[src/rtl/sra_pkg.sv]
package sra_pkg;
  localparam logic [1:0] ENC_OP0      = 2'b10;
  localparam logic [2:0] ENC_OP1_LOW  = 3'b000;
  localparam logic [2:0] ENC_OP1_HIGH = 3'b100;
  localparam logic [3:0] ENC_CRN      = 4'b1001;
  localparam logic [3:0] ENC_CRM      = 4'b1101;
  localparam logic [2:0] ENC_OP2      = 3'b011;
  localparam logic [5:0] TRAP_CLASS   = 6'h18;

  typedef enum logic [1:0] {NAME_NONE, NAME_LOW, NAME_HIGH} name_e;

  typedef enum logic [2:0] {
    OUT_NONE, OUT_UNDEF, OUT_TRAP2, OUT_TRAP3, OUT_LOW, OUT_HIGH, OUT_MEM
  } outcome_e;

  typedef struct packed {
    logic       feat;
    logic       el3_present;
    logic       el3_mon_en;
    logic       undef_prio;
    logic       el3_undef;
    logic       el2_enabled;
    logic       host;
    logic [2:0] nv;
    logic       fgt_present;
    logic       el3_fgt_en;
    logic       fgt_rd_en;
    logic       fgt_wr_en;
    logic       el2_mon_en;
  } cfg_t;

  // Level-3 monitor gate: true when level 3 blocks the access.
  function automatic logic el3_blocks(cfg_t c);
    return c.el3_present && !c.el3_mon_en;
  endfunction

  // Result when the level-3 gate blocks: undefined or trap to level 3.
  function automatic outcome_e el3_result(cfg_t c);
    return (c.undef_prio || c.el3_undef) ? OUT_UNDEF : OUT_TRAP3;
  endfunction

  // Fine-grained trap test for the low name, per direction.
  function automatic logic fgt_blocks(cfg_t c, logic wr);
    logic dir_en;
    dir_en = wr ? c.fgt_wr_en : c.fgt_rd_en;
    return c.el2_enabled && c.fgt_present &&
           ((c.el3_present && !c.el3_fgt_en) || !dir_en);
  endfunction
endpackage

[src/rtl/sra_decode.sv]
module sra_decode
  import sra_pkg::*;
(
  input  logic [1:0] op0,
  input  logic [2:0] op1,
  input  logic [3:0] crn,
  input  logic [3:0] crm,
  input  logic [2:0] op2,
  output name_e      name
);
  logic common_hit;

  assign common_hit = (op0 == ENC_OP0) && (crn == ENC_CRN) &&
                      (crm == ENC_CRM) && (op2 == ENC_OP2);

  always_comb begin
    name = NAME_NONE;
    if (common_hit) begin
      if (op1 == ENC_OP1_HIGH)     name = NAME_HIGH;
      else if (op1 == ENC_OP1_LOW) name = NAME_LOW;
    end
  end
endmodule

[src/rtl/sra_resolve.sv]
module sra_resolve
  import sra_pkg::*;
(
  input  name_e      name,
  input  logic [1:0] el,
  input  logic       wr,
  input  cfg_t       cfg,
  output outcome_e   outcome
);
  logic     gate3;
  outcome_e gate3_res;
  logic     fgt_hit;
  logic     nv_all;

  assign gate3     = el3_blocks(cfg);
  assign gate3_res = el3_result(cfg);
  assign fgt_hit   = fgt_blocks(cfg, wr);
  assign nv_all    = (cfg.nv == 3'b111);

  outcome_e el1_low, el1_high, el2_res;

  // Level-1 access through the low name: ordered chain.
  always_comb begin
    if (gate3 && cfg.undef_prio)                 el1_low = OUT_UNDEF;
    else if (fgt_hit)                            el1_low = OUT_TRAP2;
    else if (cfg.el2_enabled && !cfg.el2_mon_en) el1_low = OUT_TRAP2;
    else if (gate3)                              el1_low = gate3_res;
    else if (nv_all)                             el1_low = OUT_MEM;
    else                                         el1_low = OUT_LOW;
  end

  assign el1_high = cfg.nv[0] ? OUT_TRAP2 : OUT_UNDEF;

  always_comb begin
    if (gate3)                  el2_res = gate3_res;
    else if (name == NAME_HIGH) el2_res = OUT_HIGH;
    else if (cfg.host)          el2_res = OUT_HIGH;
    else                        el2_res = OUT_LOW;
  end

  always_comb begin
    outcome = OUT_NONE;
    if (name != NAME_NONE) begin
      if (!cfg.feat) outcome = OUT_UNDEF;
      else begin
        unique case (el)
          2'd0: outcome = OUT_UNDEF;
          2'd1: outcome = (name == NAME_HIGH) ? el1_high : el1_low;
          2'd2: outcome = el2_res;
          default: outcome = (name == NAME_HIGH) ? OUT_HIGH : OUT_LOW;
        endcase
      end
    end
  end
endmodule

[src/rtl/sra_bank.sv]
module sra_bank #(
  parameter int W = 64,
  parameter int COPIES = 2
) (
  input  logic                  clk,
  input  logic                  rst_n,
  input  logic [COPIES-1:0]     wr_en,
  input  logic [W-1:0]          wdata,
  output logic [COPIES-1:0][W-1:0] q
);
  for (genvar i = 0; i < COPIES; i++) begin : g_copy
    always_ff @(posedge clk or negedge rst_n) begin
      if (!rst_n)      q[i] <= '0;
      else if (wr_en[i]) q[i] <= wdata;
    end
  end
endmodule

[src/rtl/sysreg_bank_arbiter.sv]
module sysreg_bank_arbiter
  import sra_pkg::*;
#(
  parameter int          W          = 64,
  parameter int          OFFSET_W   = 12,
  parameter logic [11:0] MEM_OFFSET = 12'h8E8
) (
  input  logic          clk,
  input  logic          rst_n,
  input  logic          req_valid,
  input  logic [1:0]    req_op0,
  input  logic [2:0]    req_op1,
  input  logic [3:0]    req_crn,
  input  logic [3:0]    req_crm,
  input  logic [2:0]    req_op2,
  input  logic          req_write,
  input  logic [1:0]    req_el,
  input  logic [W-1:0]  req_wdata,
  input  logic          cfg_feat,
  input  logic          cfg_el3_present,
  input  logic          cfg_el3_mon_en,
  input  logic          cfg_undef_prio,
  input  logic          cfg_el3_undef,
  input  logic          cfg_el2_enabled,
  input  logic          cfg_host,
  input  logic [2:0]    cfg_nv,
  input  logic          cfg_fgt_present,
  input  logic          cfg_el3_fgt_en,
  input  logic          cfg_fgt_rd_en,
  input  logic          cfg_fgt_wr_en,
  input  logic          cfg_el2_mon_en,
  output logic          rsp_valid,
  output logic          rsp_undef,
  output logic          rsp_trap_el2,
  output logic          rsp_trap_el3,
  output logic          rsp_low_copy,
  output logic          rsp_high_copy,
  output logic          rsp_mem,
  output logic [5:0]    rsp_class,
  output logic [OFFSET_W-1:0] rsp_mem_offset,
  output logic [W-1:0]  rsp_rdata
);
  localparam int LOW_IDX  = 0;
  localparam int HIGH_IDX = 1;

  cfg_t     cfg;
  name_e    name;
  outcome_e outcome;
  logic     name_hit;
  logic     commit_low, commit_high;
  logic [1:0]        bank_we;
  logic [1:0][W-1:0] bank_q;
  logic [W-1:0]      copy_low, copy_high;
  logic [W-1:0]      rdata_nxt;

  assign cfg = '{feat: cfg_feat, el3_present: cfg_el3_present,
                 el3_mon_en: cfg_el3_mon_en, undef_prio: cfg_undef_prio,
                 el3_undef: cfg_el3_undef, el2_enabled: cfg_el2_enabled,
                 host: cfg_host, nv: cfg_nv, fgt_present: cfg_fgt_present,
                 el3_fgt_en: cfg_el3_fgt_en, fgt_rd_en: cfg_fgt_rd_en,
                 fgt_wr_en: cfg_fgt_wr_en, el2_mon_en: cfg_el2_mon_en};

  sra_decode u_dec (
    .op0(req_op0), .op1(req_op1), .crn(req_crn), .crm(req_crm),
    .op2(req_op2), .name(name)
  );

  sra_resolve u_res (
    .name(name), .el(req_el), .wr(req_write), .cfg(cfg), .outcome(outcome)
  );

  assign name_hit    = req_valid && (name != NAME_NONE);
  assign commit_low  = name_hit && req_write && (outcome == OUT_LOW);
  assign commit_high = name_hit && req_write && (outcome == OUT_HIGH);
  assign bank_we     = {commit_high, commit_low};

  sra_bank #(.W(W), .COPIES(2)) u_bank (
    .clk(clk), .rst_n(rst_n), .wr_en(bank_we), .wdata(req_wdata), .q(bank_q)
  );

  assign copy_low  = bank_q[LOW_IDX];
  assign copy_high = bank_q[HIGH_IDX];

  always_comb begin
    rdata_nxt = '0;
    if (name_hit && !req_write) begin
      if (outcome == OUT_LOW)  rdata_nxt = copy_low;
      if (outcome == OUT_HIGH) rdata_nxt = copy_high;
    end
  end

  always_ff @(posedge clk or negedge rst_n) begin
    if (!rst_n) begin
      rsp_valid      <= 1'b0;
      rsp_undef      <= 1'b0;
      rsp_trap_el2   <= 1'b0;
      rsp_trap_el3   <= 1'b0;
      rsp_low_copy   <= 1'b0;
      rsp_high_copy  <= 1'b0;
      rsp_mem        <= 1'b0;
      rsp_class      <= '0;
      rsp_mem_offset <= '0;
      rsp_rdata      <= '0;
    end else begin
      rsp_valid      <= name_hit;
      rsp_undef      <= name_hit && (outcome == OUT_UNDEF);
      rsp_trap_el2   <= name_hit && (outcome == OUT_TRAP2);
      rsp_trap_el3   <= name_hit && (outcome == OUT_TRAP3);
      rsp_low_copy   <= name_hit && (outcome == OUT_LOW);
      rsp_high_copy  <= name_hit && (outcome == OUT_HIGH);
      rsp_mem        <= name_hit && (outcome == OUT_MEM);
      rsp_class      <= (name_hit && (outcome == OUT_TRAP2 || outcome == OUT_TRAP3))
                        ? TRAP_CLASS : 6'h00;
      rsp_mem_offset <= (name_hit && outcome == OUT_MEM) ? MEM_OFFSET : '0;
      rsp_rdata      <= rdata_nxt;
    end
  end
endmodule

[config.mk]
export PLATFORM = sky130hd
export DESIGN_NAME = sysreg_bank_arbiter
export DESIGN_NICKNAME = d
export VERILOG_FILES = /design/src/rtl/sra_pkg.sv /design/src/rtl/sra_decode.sv /design/src/rtl/sra_resolve.sv /design/src/rtl/sra_bank.sv /design/src/rtl/sysreg_bank_arbiter.sv
export SDC_FILE = /design/constraint.sdc
export NUM_CORES = 1
export LEC_CHECK = 0
export ABC_CLOCK_PERIOD_IN_PS = 800
export BUFFER_PORTS_ARGS = -buffer_cell sky130_fd_sc_hd__buf_2
export CAP_MARGIN = 20
export CORE_MARGIN = 2
export CORE_UTILIZATION = 35
export DETAILED_ROUTE_END_ITERATION = 8
export PLACE_DENSITY = 0.55
export SETUP_SLACK_MARGIN = 0.5
export SLEW_MARGIN = 30
export SYNTH_ARGS = -nofsm -noshare
export SYNTH_HDL_FRONTEND = slang
export SYNTH_SLANG_ARGS = --single-unit
[constraint.sdc]
create_clock -name clk -period 0.8 [get_ports clk]
set_input_delay 0 -clock clk [delete_from_list [all_inputs] [get_ports clk]]
set_output_delay 0 -clock clk [all_outputs]
set_load 0.05 [all_outputs]
---- Word-level counts from Yosys, hierarchy flattened ----
Cells that the tools add are included.
storage, ports and cells
  flip-flop bits (word level) ............. 216
  output and inout bits ................... 89
  logic and storage cells ................. 83
operators by class
  equal/unequal tests ..................... 15
  mux-type cells .......................... 24
  reduce and logical (&&, ||, !) cells .... 32
operator list
  cell                  number
  $mux W64              3
  $mux W3               9
  $logic_and A1 B1 Y1   21
  $eq A3 B3 Y1 const B  5
  $mux W12              1
  $mux W2               5
  $eq A3 B2 Y1 const B  3
  $pmux W3 S3           1
  $eq A4 B4 Y1 const B  2
  $eq A2 B2 Y1 const B  3
  $logic_not A1 Y1      5
  $mux W5               1
  $mux W1               4
  $eq A3 B1 Y1 const B  1
  $logic_not A3 Y1      1
  $logic_or A1 B1 Y1    3
  $eq A2 B1 Y1 const B  1
  $logic_not A2 Y1      1
  $reduce_bool A2 Y1    1

---- Logic depth before layout (Yosys ltp) ----
Gate-level depths: netlist of run 1.
  word-level depth ........................ 15
  gate-level depth with buffers ........... 8

---- Cells and area by module ----
Synthesis of run 1 repeated with hierarchy kept, for this count alone.
second synthesis, totals
  cells, all modules ...................... 567
  area, all modules ....................... 9,061.2 um2
modules (own cells, without submodules)
  module               times used  cells an instance  area each (um2)
  sra_bank             1           270                5,357.6
  sysreg_bank_arbiter  1           258                3,444.6
  sra_resolve          1           32                 202.7
  sra_decode           1           7                  56.3

---- Least setup slack after synthesis of run 1 ----
No wires, ideal clock.
  path type ............................... in2reg
  from .................................... input req_op1[1]
  to ...................................... register u_bank.q[10] (netlist name)
  setup time .............................. 0.125 ns
  arrival time ............................ 2.004 ns
  path slack .............................. -1.329 ns
  stages .................................. 7
  buffers on the path ..................... 1
  cells stage by stage .................... or3_1 -> or4_1 -> nor2_1 -> nand4_2 -> nor2_8 -> buf_12 -> mux2_4
on the way
  longest elaborated chain between the ends .. 12
  elaborated cells between the ends (all ways) .. 18
RTL lines
  element                         RTL line                                                 RTL
  start: declaration              sysreg_bank_arbiter.sv:12                                input logic [2:0] req_op1,
  $logic_not A3 Y1                sra_decode.sv:20                                         else if (op1 == ENC_OP1_LOW) name = NAME_LOW;
  $mux W1                         sra_decode.sv:20
  $mux W2 *                       sra_decode.sv:19                                         if (op1 == ENC_OP1_HIGH) name = NAME_HIGH;
  $mux W2 *                       sra_decode.sv:18                                         if (common_hit) begin
  $eq A2 B2 Y1                    sra_resolve.sv:36, sra_resolve.sv:48, sra_resolve.sv:50
  $mux W3                         sra_resolve.sv:36                                        else if (name == NAME_HIGH) el2_res = OUT_HIGH;
  $mux W3                         sra_resolve.sv:35                                        if (gate3) el2_res = gate3_res;
  $pmux W3 S3                     sra_resolve.sv:46                                        unique case (el)
  $mux W3                         sra_resolve.sv:44                                        if (!cfg.feat) outcome = OUT_UNDEF;
  $mux W3                         sra_resolve.sv:43                                        if (name != NAME_NONE) begin
  $eq A3 B3 Y1                    sysreg_bank_arbiter.sv:73                                assign commit_low = name_hit && req_write && (outcome == OUT_LOW);
  $logic_and A1 B1 Y1 *           sysreg_bank_arbiter.sv:73
  end signal: indexed assignment  sra_bank.sv:14                                           else if (wr_en[i]) q[i] <= wdata;
  end: declaration                sra_bank.sv:9                                            output logic [COPIES-1:0][W-1:0] q
Every way passes the cells marked *; elsewhere a longest branch is shown, timed or not.
A chain may end at the register's enable or synchronous reset.

---- Worst setup path after layout of run 1 ----
  from .................................... input req_write
  to ...................................... register u_bank.q[35] (netlist name)
on the way
  longest elaborated chain between the ends .. 12
  elaborated cells between the ends (all ways) .. 13
RTL lines
  element                RTL line                   RTL
  start: declaration     sysreg_bank_arbiter.sv:16  input logic req_write,
  $mux W1                sra_pkg.sv:45              dir_en = wr ? c.fgt_wr_en : c.fgt_rd_en;
  $logic_not A1 Y1       sra_pkg.sv:47              ((c.el3_present && !c.el3_fgt_en) || !dir_en);
  $logic_or A1 B1 Y1     sra_pkg.sv:47
  $logic_and A1 B1 Y1    sra_pkg.sv:46              return c.el2_enabled && c.fgt_present &&
  $mux W3                sra_resolve.sv:25          else if (fgt_hit) el1_low = OUT_TRAP2;
  $mux W3                sra_resolve.sv:24          if (gate3 && cfg.undef_prio) el1_low = OUT_UNDEF;
  $mux W3                sra_resolve.sv:48          2'd1: outcome = (name == NAME_HIGH) ? el1_high : el1_low;
  $pmux W3 S3            sra_resolve.sv:46
  $mux W3                sra_resolve.sv:44
  $mux W3                sra_resolve.sv:43
  $eq A3 B3 Y1           sysreg_bank_arbiter.sv:73
  $logic_and A1 B1 Y1 *  sysreg_bank_arbiter.sv:73
Marks and branches as above.

==> results of run 1 <==
==> registers in the layout, indices dropped and copies added, names as in the netlist <==
register	count
rsp_trap_el2	1
rsp_undef	1
u_bank.q	128
rsp_trap_el3	1
rsp_valid	1
rsp_high_copy	1
rsp_rdata	64
rsp_low_copy	1
rsp_class	1
rsp_mem_offset	1
==> power groups by stage <==
stage	Clock, mW	Sequential (mW)	Combinational (mW)
6_report	9.16	10.1	1.05
5_1_grt	9.75	10.1	1.15
4_1_cts	9.39	10.1	1.04
3_5_place_dp	0	10.3	0.967
3_3_place_gp	0	10.3	0.964
2_1_floorplan	0	10.3	0.264
==> metal layers <==
layer  track usage  part of all wire  wire length [um]
met4        0.0541             0.012               272
met3        0.0389             0.044              1030
met5             0                 0                 0
met2         0.319              0.50             11800
met1         0.244              0.44             10300
==> synth_stat cells, types with 5 or more instances <==
cell type and instances:
buf_2 18, nand2_1 130, inv_1 5, buf_4 23, dfrtp_1 200, mux2_1 60
buf_12 6, nor2_1 7, mux2_4 61, mux2_2 8, a21oi_1 65
==> stage by stage <==
step / cells / worst slack (ps) / instance area [um2] / util / hold WS, ps
detailed placement: 1143 / -1590 / 10000 / 0.428 / -35.3
finish: 1234 / -1040 / 13400 / 0.573 / -509
global route: 1234 / -1100 / 13400 / 0.573 / -506
CTS: 1222 / -1000 / 12600 / 0.537 / -520
floorplan: 638 / -1230 / 8530 / - / -296
global placement: 1143 / -1530 / 10000 / 0.428 / -33.8
==> what timing repair did <==
item / in CTS / in global routing
endpoints found under the hold margin: 331 / 331
resized for setup: 313 / 287
buffers inserted: 30 / 8
pin swaps: 124 / 18
gates cloned: 17 / 4
endpoints found under the setup margin: 278 / 278
==> layout make-up <==
class | count | area [um2] | area share
Tap cell | 319 | 399 | 0.0298
Sequential cell | 200 | 5100 | 0.380
Inverter | 5 | 18.8 | 0.00140
Multi-Input combinational cell | 383 | 4050 | 0.302
Timing Repair Buffer | 295 | 3220 | 0.240
Clock inverter | 15 | 203 | 0.0151
Clock buffer | 17 | 425 | 0.0317
==> worst min path at each step <==
stage / start / to / slack [ps]
floorplan: rst_n / rsp_class[3] / -300
global placement: rst_n / rsp_rdata[38] / -30
detailed placement: rst_n / u_bank.q[103] / -40
CTS: rst_n / u_bank.q[103] / -520
global route: rst_n / u_bank.q[103] / -510
finish: rst_n / u_bank.q[103] / -510
==> cell families (layout without fill, tap and decap cells) <==
group | Yosys count | count (layout)
DFF | 200 | 200
and+or+nand+nor | 163 | 163
muxes | 129 | 129
buffers and inverters | 55 | 332
AOI/OAI and AO/OA | 80 | 80
other | 1 | 11
==> reports/results.ini, run 1 <==
[run_status]
outcome=complete, but fails checks
violations=negative hold slack, negative setup slack

[synth]
netlist_instances=628
synth_cell_types=40
synth_warnings=0
synth_xor_area_frac=0
seq_area_frac_synth=0.602
synth_top_cell_by_area=dfrtp_1
yosys_register_bits=200
syn_area_per_cell_um2=13.2
synth-edff-count=0
synth_area_um2=8320
synth_ff_type=dfrtp_1
synth_top_family_by_area=multiplexers
synth.mux.area_fraction=0.202
synth_top_area_frac=0.602
synth-compound-area-share=0.0584
synthAdderAreaFrac=0
async_reset_ff_frac=1.00
yosys.area_share.simple=0.0876
synth_area_leaders=dfrtp_1 (60%), mux2_4 (11%), mux2_1 (8.1%)

[setup_path]
crit_required_ps=1130
worstPathCellList=buf_8 -> mux2_4 -> a311oi_4 -> a211oi_4 -> o41a_4 -> nor2_8 -> buf_12 -> buf_6 -> buf_8 -> mux2_4
r2r_start=u_bank.q[111]
slowest_stage=o41a_4
endpoint=u_bank.q[35]
critPathMaxStageDelay_ps=490
worstPathArrival_ps=2170
r2r_slack_ps=-20
cp_top_family=compound AO/OA/AOI/OAI gates
path_depth=10
crit_buf_inv=4
crit_start=req_write
path_class=primary input to register
crit_path_end_kind=register
reg2reg_depth=1
start_kind=primary input
worstPathMaxFanout=7
r2r-end=u_bank.q[111]

[global_routing]
grt_antenna_before_repair=0
grt_pass1_vias=6277
grt_max_degree=36
grt.total_usage=0.188
grt_pass1_wl_um=35600
grt_overflow=0

[power_and_ir_drop]
seq_power_share=0.497
p_sw_frac=0.245
power_density_nw_per_um2=1510
p_switching_mw=4.97
p_int_mw=15.3
power_mw=20.3
ir_drop_uv=974
comb_power_share=0.051
leakage_nw=6.75
clkPwrFrac=0.451

[finish]
final.fill_count=1905
layout_commonest_cell=dfrtp_1
drive_gt1_frac=0.755
nets=1003
n_antenna_cell=0
layout_common_cells=dfrtp_1 (128), mux2_4 (127), buf_6 (102)
area_growth_pct=61.3

[drt]
wl_per_cell_um=19.0
wl_um=23400
dr.pass1.iters=4
drc_errors=0
num_vias=5796
final_antenna_net_count=0
detail_route.iter0.violations=161
vias_per_cell=4.70

[sta]
fin_hold_ws_ps=-509
hold_viol=331
clock.fmax_mhz=545
fin_crit_sh=2.29
fin_ws_ps=-1040
setup_violations=278
setup_tns_ps=-196730
finalCriticalPeriod_ps=1840
slew_viol_final=0
rsz0062_at_grt=yes
fin_skew_ps=9.19

[place]
gp_congestion=0.733
numPortBuffers=178
dp_hpwl_um=12700

[clocking]
clock_latency_ps=430
cts_buffers=17
cts.sinks=200
path_clk_slew_ps=80
htree_levels=4
cts_buffer_depth=2
clock_tree.root_cell=clkbuf_16
cts_tree=built

[floorplanning]
die_x_um=158
initial_core_util=0.355
core-area_um2=23400
row_count=56
dieArea_um2=25000
boundaryPins=190
die_h_um=158

[worst_hold_path]
hp-class=primary input to asynchronous set/reset pin

[flow_run]
drv_cap=0

Power figures use the tool's default switching activity.
==> run 2: changes to the inputs <==
--- a/config.mk
+++ b/config.mk
@@ -5,13 +5,14 @@
 export SDC_FILE = /design/constraint.sdc
 export NUM_CORES = 1
 export LEC_CHECK = 0
+export ABC_AREA = 1
 export ABC_CLOCK_PERIOD_IN_PS = 800
 export BUFFER_PORTS_ARGS = -buffer_cell sky130_fd_sc_hd__buf_2
 export CAP_MARGIN = 20
 export CORE_MARGIN = 2
 export CORE_UTILIZATION = 35
 export DETAILED_ROUTE_END_ITERATION = 8
-export PLACE_DENSITY = 0.55
+export PLACE_DENSITY = 0.54
 export SETUP_SLACK_MARGIN = 0.5
 export SLEW_MARGIN = 30
 export SYNTH_ARGS = -nofsm -noshare
==> reports/results.ini, run 2 <==
[run_status]
outcome=complete, but fails checks
violations=negative hold slack, negative setup slack

[finish]
final.fill_count=2272
layout_commonest_cell=nand2_1
drive_gt1_frac=0.538
multi_input_area_um2=4160
regArea_um2=5050
fin_util=0.549
largest_register_ffs=128
reg_top3=u_bank.q x128, rsp_rdata x64
nets=1323
area_growth_pct=53.4
layout_common_cells=nand2_1 (196), dfrtp_1 (168), nand2_2 (111)
fin_cells=1567
top_register=u_bank.q

[floorplanning]
core-area_um2=25300
initial_core_util=0.358
die_x_um=165
row_count=58
die_h_um=165
boundaryPins=190
dieArea_um2=27100

[global_routing]
grt_antenna_before_repair=3
grt_pass1_vias=7449
grt_overflow=0
grt_pass1_wl_um=40900
grt.total_usage=0.197
grt_max_degree=60

[synth]
yosys.area_share.simple=0.304
synth-edff-count=0
syn_area_per_cell_um2=9.32
synth_area_leaders=dfrtp_1 (55%), nand2_1 (13%), nand3_1 (6.9%)
yosys_register_bits=200
synth_top_area_frac=0.554
synth.mux.area_fraction=0
synth_top_cell_by_area=dfrtp_1
synth_xor_area_frac=0
synth-compound-area-share=0.0582
synth_ff_type=dfrtp_1
synth_most_common_cell=nand2_1
synthAdderAreaFrac=0
async_reset_ff_frac=1.00
netlist_instances=969
synth_cell_types=25
seq_area_frac_synth=0.554
synth_top_family_by_area=simple AND/OR/NAND/NOR gates
synth_common_cells=nand2_1 (314), dfrtp_1 (200), nand3_1 (125), nand4_1 (64), a21oi_2 (48)
synth_warnings=0
synth_area_um2=9030

[flow_run]
drv_cap=0

[sta]
finalCriticalPeriod_ps=1480
fin_skew_ps=11.9
slew_viol_final=0
fin_ws_ps=-685
hold_viol=329
fin_hold_ws_ps=-607
rsz0062_at_grt=yes
setup_violations=278
fin_crit_sh=1.86
tightest_slew_ps=754
clock.fmax_mhz=673
max_slew_margin=0.497

[setup_path]
r2r-end=rsp_rdata[13]
worstPathArrival_ps=1810
worstPathMaxFanout=7
crit_path_end_kind=register
r2r_slack_ps=50
start_kind=primary input
path_class=primary input to register
r2r_start=u_bank.q[13]
crit_required_ps=1130
reg2reg_depth=2

[power_and_ir_drop]
ir_drop_uv=1020
leakage_nw=6.71
power_density_nw_per_um2=1460
power_mw=20.2

[clocking]
cts_buffer_depth=2
clock_tree.root_cell=clkbuf_16
cts_buffers=17
cts.sinks=200
path_clk_slew_ps=90
cts_tree=built
htree_levels=4
clock_latency_ps=440

[place]
placed_cells_incl_taps=1468
numPortBuffers=178
gp_congestion=0.756
dp_hpwl_um=15500
place_ws_ps=-1110

[drt]
drc_errors=0
wl_um=28800
final_antenna_net_count=0
vias_per_cell=4.93
wl_per_cell_um=18.4
dr.pass1.iters=5
detail_route.iter0.violations=559
num_vias=7731

[worst_hold_path]
hp-class=primary input to asynchronous set/reset pin

[run 2: cell types whose count changed in the layout (fill, tap and decap cells not counted), sizes merged, moves of 4 or more]
| cell | delta |
|---|---|
| nand2 | +226 |
| nand3 | +137 |
| mux2 | -129 |
| nand4 | +62 |
| inv | +19 |
| clkbuf | +13 |
| nor2 | +13 |
| buf | +7 |
| nand4bb | -4 |
| nor2b | -4 |
[run 2: timing repair]
item	in CTS	in global routing
resized for setup	241	189
setup buffers	21	13
endpoints found under the hold margin	329	329
pin swaps	20	52
endpoints found under the setup margin	278	278
gates cloned	12	19
[run 2: cell families after synthesis]
family | count (synthesis)
buf+inv | 116
other cells | 1
compound gates | 69
flops | 200
simple gates | 583
[run 2: critical path: stages]
cell and delay (ps):
buf_6 90, nor2_4 90, nand2_2 70, nor2_4 120, nand2_2 80, nor2_4 110
nand2_1 70, inv_2 70, nand2_4 60, inv_4 60, nand3_4 70, nor2_4 160
buf_12 120, nand3_4 130, buf_4 240, clkbuf_16 160, nand2_1 60, nand2_1 50
[run 2: stage by stage]
step,cell area (um2),TNS (ps)
3_5_place_dp,10700,-202560
2_1_floorplan,9280,-125470
4_1_cts,12700,-122310
5_1_grt,13800,-160390
6_report,13900,-135820
3_3_place_gp,10700,-198800
[run 2: layout make-up]
type / instances / area share
timing repair buffer: 316 / 0.254
sequential: 200 / 0.364
antenna: 2 / 0.000361
clock inverter: 14 / 0.0129
multi-input combinational: 663 / 0.300
clock buffer: 18 / 0.0317
tap: 330 / 0.0298
inverter: 24 / 0.00723
[run 2: per-layer routing]
metal  track usage  share of wire
met1         0.266           0.44
met2         0.329           0.50
met3        0.0377          0.046
met4        0.0415         0.0084
met5             0        0.00045
[run 2: where the power goes]
part / internal (mW) / switching (mW) / total [mW]
logic: 0.353 / 0.742 / 1.10
clock network: 4.60 / 4.45 / 9.06
registers: 10.1 / 0.00000109 / 10.1
[run 2: worst max path at each step]
stage / from / end
3_5_place_dp: req_crm[0] / u_bank.q[71]
2_1_floorplan: req_crm[0] / rsp_rdata[57]
6_report: req_crm[1] / u_bank.q[104]
3_3_place_gp: req_crm[0] / u_bank.q[74]
5_1_grt: req_crm[1] / u_bank.q[104]
4_1_cts: req_crm[1] / u_bank.q[78]
==> run 3: changes to the inputs <==
--- a/config.mk
+++ b/config.mk
@@ -6,13 +6,13 @@
 export NUM_CORES = 1
 export LEC_CHECK = 0
 export ABC_AREA = 1
-export ABC_CLOCK_PERIOD_IN_PS = 800
+export ABC_CLOCK_PERIOD_IN_PS = 1700
 export BUFFER_PORTS_ARGS = -buffer_cell sky130_fd_sc_hd__buf_2
 export CAP_MARGIN = 20
 export CORE_MARGIN = 2
 export CORE_UTILIZATION = 35
 export DETAILED_ROUTE_END_ITERATION = 8
-export PLACE_DENSITY = 0.54
+export PLACE_DENSITY = 0.67
 export SETUP_SLACK_MARGIN = 0.5
 export SLEW_MARGIN = 30
 export SYNTH_ARGS = -nofsm -noshare
==> constraint.sdc (replaced) <==
create_clock -name clk -period 1.7 [get_ports clk]
set_input_delay 0 -clock clk [delete_from_list [all_inputs] [get_ports clk]]
set_output_delay 0 -clock clk [all_outputs]
set_load 0.05 [all_outputs]
==> reports/results.ini, run 3 (same netlist as run 2, synthesis figures left out) <==
[run_status]
outcome=completed

[place]
place_ws_ps=-179
numPortBuffers=178
gp_congestion=0.778
dp_hpwl_um=15400

[setup_path]
path_class=primary input to register
r2r_start=u_bank.q[46]
crit_path_end_kind=register
r2r-end=rsp_rdata[46]
worstPathArrival_ps=1850
worstPathCellList=buf_8 -> inv_8 -> nor2_4 -> nand2_2 -> nor2_4 -> nand2_4 -> nor2_4 -> nand2_2 -> inv_2 -> nand2_4 -> inv_4 -> nand3_4 -> nor2_4 -> buf_12 -> nand3_4 -> clkbuf_16 -> clkbuf_16 -> nand2_1 -> nand2_1
cp_common_cell=nor2_4
crit_start=req_crm[0]
r2r_slack_ps=940
reg2reg_depth=2
slowest_stage=clkbuf_16
crit_required_ps=2030
critPathMaxStageDelay_ps=210
start_kind=primary input
worstPathMaxFanout=7

[global_routing]
grt_pass1_wl_um=41200
grt-busiest-layer=met2
grt_use_met3=0.0304
grt_max_degree=61
grt_pass1_vias=7739
grt_overflow=0
grt.total_usage=0.197
grt_antenna_before_repair=1
gr-usage-met2=0.338
gr-usage-met1=0.253

[drt]
wl_um=30500
dr.pass1.iters=5
final_antenna_net_count=0
vias_per_cell=5.07
drc_errors=0
detail_route.iter0.violations=700
num_vias=8276
wl_per_cell_um=18.7

[finish]
layout_commonest_cell=nand2_1
layout_common_cells=nand2_1 (214), dfrtp_1 (200), buf_2 (172)
drive_gt1_frac=0.474
largest_register_ffs=128
final.fill_count=2115
nets=1390
reg_top3=u_bank.q x128, rsp_rdata x64
area_growth_pct=56.8
fin_util=0.561
n_antenna_cell=0
top_register=u_bank.q

[sta]
fin_ws_ps=174
setup_violations=0
setup_tns_ps=0
rsz0062_at_grt=yes
clock.fmax_mhz=655
max_slew_margin=0.580
fin_skew_ps=8.60
hold_viol=0
tightest_slew_ps=630
slew_viol_final=0
finalCriticalPeriod_ps=1530
fin_crit_sh=0.897

[worst_hold_path]
hold_path_end=rsp_rdata[1]
min_path_cells=5
min_from=req_write
hp-class=primary input to register

[floorplanning]
die_x_um=165
die_h_um=165
dieArea_um2=27100
core-area_um2=25300
boundaryPins=190
initial_core_util=0.358
row_count=58

[clocking]
cts_buffers=17
path_clk_slew_ps=70
cts.sinks=200
clock_tree.root_cell=clkbuf_16
cts_tree=built
htree_levels=4
clock_latency_ps=440
cts_buffer_depth=2

[power_and_ir_drop]
ir_drop_uv=526
leakage_nw=7.53
power_density_nw_per_um2=677

[flow_run]
drv_cap=0

==> run 3: cell count changes in the layout (fill, tap and decap cells not counted), sizes merged, moves of 2 or more <==
cell,previous run,this run
buf,298,294
bufbuf,2,0
clkbuf,34,39
diode,2,0
dlygate4sd3,0,66
==> run 3: layout make-up <==
class	instances	area [um2]	share of cell area
Clock buffer	17	425	0.0301
Timing Repair Buffer	383	3890	0.275
Inverter	24	105	0.00742
Tap cell	330	413	0.0292
Multi-Input combinational cell	663	4150	0.293
Sequential cell	200	5000	0.354
Clock inverter	15	165	0.0117
==> run 3: how the worst max path moves through the flow <==
| stage | to | cells past startpoint |
|---|---|---|
| 6_report | u_bank.q[67] | 19 |
| 3_3_place_gp | u_bank.q[27] | 18 |
| 2_1_floorplan | rsp_rdata[57] | 16 |
| 5_1_grt | u_bank.q[67] | 18 |
| 3_5_place_dp | u_bank.q[27] | 18 |
| 4_1_cts | u_bank.q[37] | 17 |
==> run 3: through the flow <==
stage	std cells	total power [mW]	hold WS [ps]	area [um2]
after detailed placement	1452	5.32	33.1	10500
final	1632	9.58	41.9	14200
after global placement	1452	5.32	31.8	10500
after global routing	1632	9.89	47.6	14200
after CTS	1578	9.61	-5.14	12500
after floorplan	979	5.02	-296	9190
==> run 3: metal layers <==
metal	part of all wire	wire length, um
met2	0.51	15600
met1	0.41	12500
met5	0.00043	13
met4	0.030	903
met3	0.051	1570
==> run 3: worst max-delay path: cells and delay by family <==
family                 cells  cell delay [ps]
buffers and inverters      7              780
and+or+nand+nor           12             1060
==> run 3: timing repair <==
action,CTS,global route
hold endpoints to repair,278,0
resized for setup,49,222
pin swaps,5,68
endpoints found under the setup margin,195,197
cloned,13,29
setup buffers,14,25
hold buffers,67,0
==> run 3: power by group <==
| group | switching, mW | internal (mW) |
|---|---|---|
| logic | 0.374 | 0.262 |
| clock network | 1.98 | 2.21 |
| registers | 0.000000268 | 4.75 |
